==> src/rtl/gray_pkg.sv <==
package gray_pkg;
  typedef struct packed {
    logic clear;
    logic advance;
  } ctrl_strobe_t;
endpackage

==> src/rtl/gray_ctrl.sv <==
module gray_ctrl
  import gray_pkg::*;
(
  input  logic         rst,
  input  logic         countEn,
  output ctrl_strobe_t strobe
);
  always_comb begin
    strobe.clear   = rst;
    strobe.advance = countEn & ~rst;  // reset takes priority
  end
endmodule

==> src/rtl/gray_datapath.sv <==
module gray_datapath
  import gray_pkg::*;
#(
  parameter int WIDTH = 3
) (
  input  logic             clk,
  input  logic             rst,
  input  ctrl_strobe_t     strobe,
  output logic [WIDTH-1:0] state
);
  localparam logic [WIDTH-1:0] TOP_ONLY = {1'b1, {(WIDTH-1){1'b0}}};

  logic [WIDTH-1:0] stateQ;
  logic [WIDTH-1:0] toggle;
  logic [WIDTH-2:0] lowZero;   // lowZero[i]: all bits below i are zero
  logic             oddParity;

  initial begin
    if (WIDTH < 2) $error("gray_datapath: WIDTH must be at least 2");
  end

  assign oddParity  = ^stateQ;
  assign lowZero[0] = 1'b1;

  genvar i;
  generate
    for (i = 1; i < WIDTH - 1; i++) begin : g_low
      assign lowZero[i] = lowZero[i-1] & ~stateQ[i-1];
    end
    for (i = 0; i < WIDTH; i++) begin : g_bit
      if (i == 0) begin : g_lsb
        assign toggle[i] = ~oddParity;
      end else if (i == WIDTH - 1) begin : g_msb
        assign toggle[i] = oddParity & lowZero[i-1];
      end else begin : g_mid
        assign toggle[i] = oddParity & stateQ[i-1] & lowZero[i-1];
      end
    end
  endgenerate

  always_ff @(posedge clk) begin
    if (strobe.clear)        stateQ <= '0;
    else if (strobe.advance) stateQ <= stateQ ^ toggle;
  end

  assign state = stateQ;

  AST_RESET_ZERO: assert property (@(posedge clk)
    strobe.clear |=> stateQ == '0);
  AST_HOLD_IDLE: assert property (@(posedge clk) disable iff (rst)
    !strobe.advance |=> $stable(stateQ));
  AST_ONE_BIT_STEP: assert property (@(posedge clk) disable iff (rst)
    strobe.advance |=> $countones(stateQ ^ $past(stateQ)) == 1);
  AST_WRAP_ZERO: assert property (@(posedge clk) disable iff (rst)
    (strobe.advance && stateQ == TOP_ONLY) |=> stateQ == '0);
  AST_EVEN_LSB: assert property (@(posedge clk) disable iff (rst)
    (strobe.advance && !(^stateQ)) |=> (stateQ ^ $past(stateQ)) == WIDTH'(1));
  AST_ODD_UPPER: assert property (@(posedge clk) disable iff (rst)
    (strobe.advance && (^stateQ)) |=> stateQ[0] == $past(stateQ[0]));
endmodule

==> src/rtl/gray_step_counter.sv <==
module gray_step_counter
  import gray_pkg::*;
#(
  parameter int WIDTH = 3
) (
  input  logic             clk,
  input  logic             rst,
  input  logic             countEn,
  output logic [WIDTH-1:0] grayOut
);
  ctrl_strobe_t strobe;

  gray_ctrl u_ctrl (
    .rst     (rst),
    .countEn (countEn),
    .strobe  (strobe)
  );

  gray_datapath #(.WIDTH(WIDTH)) u_dp (
    .clk    (clk),
    .rst    (rst),
    .strobe (strobe),
    .state  (grayOut)
  );
endmodule

==> config.mk <==
export PLATFORM = sky130hd
export DESIGN_NAME = gray_step_counter
export DESIGN_NICKNAME = d
export VERILOG_FILES = /design/src/rtl/gray_pkg.sv /design/src/rtl/gray_ctrl.sv /design/src/rtl/gray_datapath.sv /design/src/rtl/gray_step_counter.sv
export SDC_FILE = /design/constraint.sdc
export NUM_CORES = 1
export LEC_CHECK = 0
export BUFFER_PORTS_ARGS = -buffer_cell sky130_fd_sc_hd__buf_2
export CORE_AREA = 2 2 39 41
export CTS_BUF_LIST = sky130_fd_sc_hd__clkbuf_8 sky130_fd_sc_hd__clkbuf_16
export DETAILED_ROUTE_END_ITERATION = 6
export DIE_AREA = 0 0 41 43
export PLACE_DENSITY = 0.35
export REMOVE_ABC_BUFFERS = 1
export SLEW_MARGIN = 20
export SYNTH_ARGS = -nofsm -noshare
export SYNTH_HDL_FRONTEND = slang
export SYNTH_HIERARCHICAL = 1
export SYNTH_SLANG_ARGS = --single-unit
==> constraint.sdc <==
create_clock -name clk -period 1.75 [get_ports clk]
set_input_delay 0.0875 -clock clk [delete_from_list [all_inputs] [get_ports clk]]
set_output_delay 0.0875 -clock clk [all_outputs]
set_load 0.02 [all_outputs]
# Yosys cells after proc, flatten, opt, wreduce, memory -nomap -nowiden
# Index checks and enable logic that the tools add are counted.
[totals] ff_bits=3 in_bits=3 output_inout_bits=3 elab_cells=9
[op_classes] bitwise=7 n_reduce_logical=1
[ops] cell="bitwise AND 1 bit" count=3
[ops] cell="NOT 1 bit" count=3
[ops] cell="XOR reduction 3 bit" count=1
[ops] cell="bitwise XOR 3 bit" count=1

# Depth between registers and ports, before layout
[logic_depth] ltp_word=3 depth_mapped=4 mapped_depth_nobuf=4

# Modules after synthesis
# Netlist, hierarchy kept.
[by_module_without_submodules] mod="gray_datapath" n_inst=1 cells_per_inst=13 area_per_inst_um2=131.4 seq_area_each_um2=60.1
[by_module_without_submodules] mod="gray_ctrl" n_inst=1 cells_per_inst=2 area_per_inst_um2=21.3 seq_area_each_um2=0.0

# Least setup slack after synthesis
# Ideal clock, no wire load.
[synth_timing] path_kind="flip-flop to flip-flop" from="register u_dp.stateQ[0], in the netlist u_dp/state[0]" to="register (tool-made name)" setup_time_ps=115 t_arrival_ps=784 required_ps=1635 slack_ps=851 path_stages_with_launch=4 path_buffers=0 synth_period_minus_slack_ps=899 cell_sequence="dfxtp_1 -> nand2_1 -> mux2i_1 -> nor2_1"
[synth_lines] item="from (decl)" line_no="gray_datapath.sv:13" text="logic [WIDTH-1:0] stateQ;"
[synth_lines] item="from (signal assigned)" line_no="gray_datapath.sv:43" text="else if (strobe.advance) stateQ <= stateQ ^ toggle;"

# Final worst setup path
[layout_timing] from="register u_dp.stateQ[0], in the netlist u_dp/state[0]" to="output port grayOut[0]"
[layout_lines] item="to (decl)" line_no="gray_step_counter.sv:9" text="output logic [WIDTH-1:0] grayOut"
# No word-level cell between the ends.

==> impl_metrics.yaml <==
floorplan:
  start_util: 0.1103
  die_h_microns: 43
  coreArea_sq_um: 1384
  fp-row-count: 14
  dieWidth_microns: 41
  die_area_sq_um: 1763
  ios: 6
cts:
  insertion_delay_ns: 0.21
  htreeDepth: 1
  cts_buffers: 3
  ctsResizeCount: 0
  cts-root-buf: "clkbuf_8"
  clkSinkCount: 3
  post-cts-setup-buffer-count: 0
  cts_buffer_depth: 2
  clk_pin_slew_ns: 0.03
  postCtsHoldBufs: 0
  cts_tree: "yes"
grt:
  grtUsageTotal: 0.05015
  grt.overflow.total: 0
  antenna_found_initial: 0
  grt_pass1_wl_microns: 496
  grt_pass1_vias: 144
  grt_max_degree: 5
logic_synthesis:
  syn_inst: 15
  syn_area_sq_um: 152.6
  syn_area_per_cell_sq_um: 10.18
  seq_area_frac_synth: 0.3934
  ys_warn_count: 6
  ys_seq_elements: 3
  ys_types: 8
setup_path:
  critPathTopFamily: "flip-flops"
  cp-start-kind: "flip-flop"
  critPathSlowestCell: "dfxtp_1"
  crit_chain: "buf_2"
  cp.required_ns: 1.66
  r2r_slack_ns: 0.95
  cp_max_fo: 4
  timing.rr.start: "u_dp/state[0]"
  arrival_ns: 0.81
  critPathKind: "flip-flop to primary output"
  cp-end-kind: "primary output"
  cp-startpoint: "u_dp/state[0]"
  worst-path-buf-inv: 1
  slowest_delay_ns: 0.40
  ff2ff_path_depth: 3
final_layout:
  nets: 27
  area_growth_pct: 54.10
  antenna_cells: 0
  fin_util: 0.1700
  nFillCells: 157
  regArea_sq_um: 60.06
  multi_input_area_sq_um: 81.33
  final_cell_area_sq_um: 235.2
  stdcell_count: 39
  drive_gt1_frac: 0.4348
placed_design:
  dp_cells: 35
  placement.io_buffers: 5
  gp_congestion: 0.5607
  dp_slack_ns: 0.8936
  postPlaceCellArea_sq_um: 190.2
routing:
  ant_nets: 0
  vias: 118
  first_pass_iters: 4
  viasPerCell: 3.026
  drt-total-wl_microns: 312
  drt_iter0_markers: 1
  wire_per_inst_microns: 8.000
  drc: 0
sta:
  setup_ws_ns: 0.8482
  finalClockSkew_ns: 0.0004999
  tightestPinTransition_ns: 0.1835
  fin_tns_setup_ns: 0
  slew_headroom: 0.8775
  max_freq_mhz: 1109
  period_share: 0.5153
  hold_viol: 0
  rsz0062_at_grt: "no"
  hold-worst-slack_ns: 0.1244
  period_needed_ns: 0.9018
  slew_violations: 0
  finalSetupViolations: 0
power_and_ir_drop:
  ir_worst_vdd_mv: 0.3838
  power_mw: 0.2918
  p_per_area_nw_per_um2: 1240
  power.leakage_nw: 0.1113
min_path:
  hold_start: "rst"
  whs_endpoint: "u_dp/state[0]"
  hp-class: "primary input to flip-flop"
  holdPathStages: 2
status:
  status: "completed"
run:
  max-cap-violations: 0
==> per-layer routing <==
| metal | share of wire | routed length, microns | track usage |
|---|---|---|---|
| met1 | 0.52 | 161 | 0.04808 |
| met2 | 0.32 | 101 | 0.05313 |
| met3 | 0.11 | 34 | 0.01571 |
| met4 | 0.045 | 14 | 0.1000 |
| met5 | 0 | 0 | 0 |
==> kinds of logic after synthesis <==
logic type	share of synthesized area
simple gates	0.2787
mux	0.1967
flops	0.3935
buf+inv	0.07377
xor+xnor	0.05739
==> power breakdown <==
group / internal, mW / switching, mW / leakage [nW]
registers: 0.0717 / 0.00362 / 0.0245
clock network: 0.149 / 0.0459 / 0.0269
logic: 0.0108 / 0.0104 / 0.0599
==> synth_stat cells <==
| cell | n | area share |
|---|---|---|
| nand2_1 | 1 | 0.025 |
| nor2b_4 | 2 | 0.18 |
| dfxtp_1 | 3 | 0.39 |
| xnor2_1 | 1 | 0.057 |
| nor2_1 | 3 | 0.074 |
| buf_4 | 1 | 0.049 |
| inv_1 | 1 | 0.025 |
| mux2i_1 | 3 | 0.20 |
==> worst max path at each step <==
stage / endpoint / cells past startpoint
floorplan: flip-flop / 3
global placement: flip-flop / 5
detailed placement: flip-flop / 5
CTS: grayOut[0] / 1
global route: grayOut[0] / 1
finish: grayOut[0] / 1
==> cell usage in the layout, fill, tap and decap left out <==
cell      count
nor2b_4       2
buf_2         5
nand2_1       1
dfxtp_1       3
mux2i_1       3
nor2_1        3
xnor2_1       1
clkbuf_8      3
inv_1         2
==> area by class of cell <==
cell class | count | area share
clock buffer | 3 | 0.1755
clock inverter | 1 | 0.01596
inverter | 1 | 0.01596
multi-input combinational | 10 | 0.3457
sequential | 3 | 0.2553
tap | 16 | 0.08511
timing repair buffer | 5 | 0.1064
No activity file was read; power rests on OpenSTA's default activity.
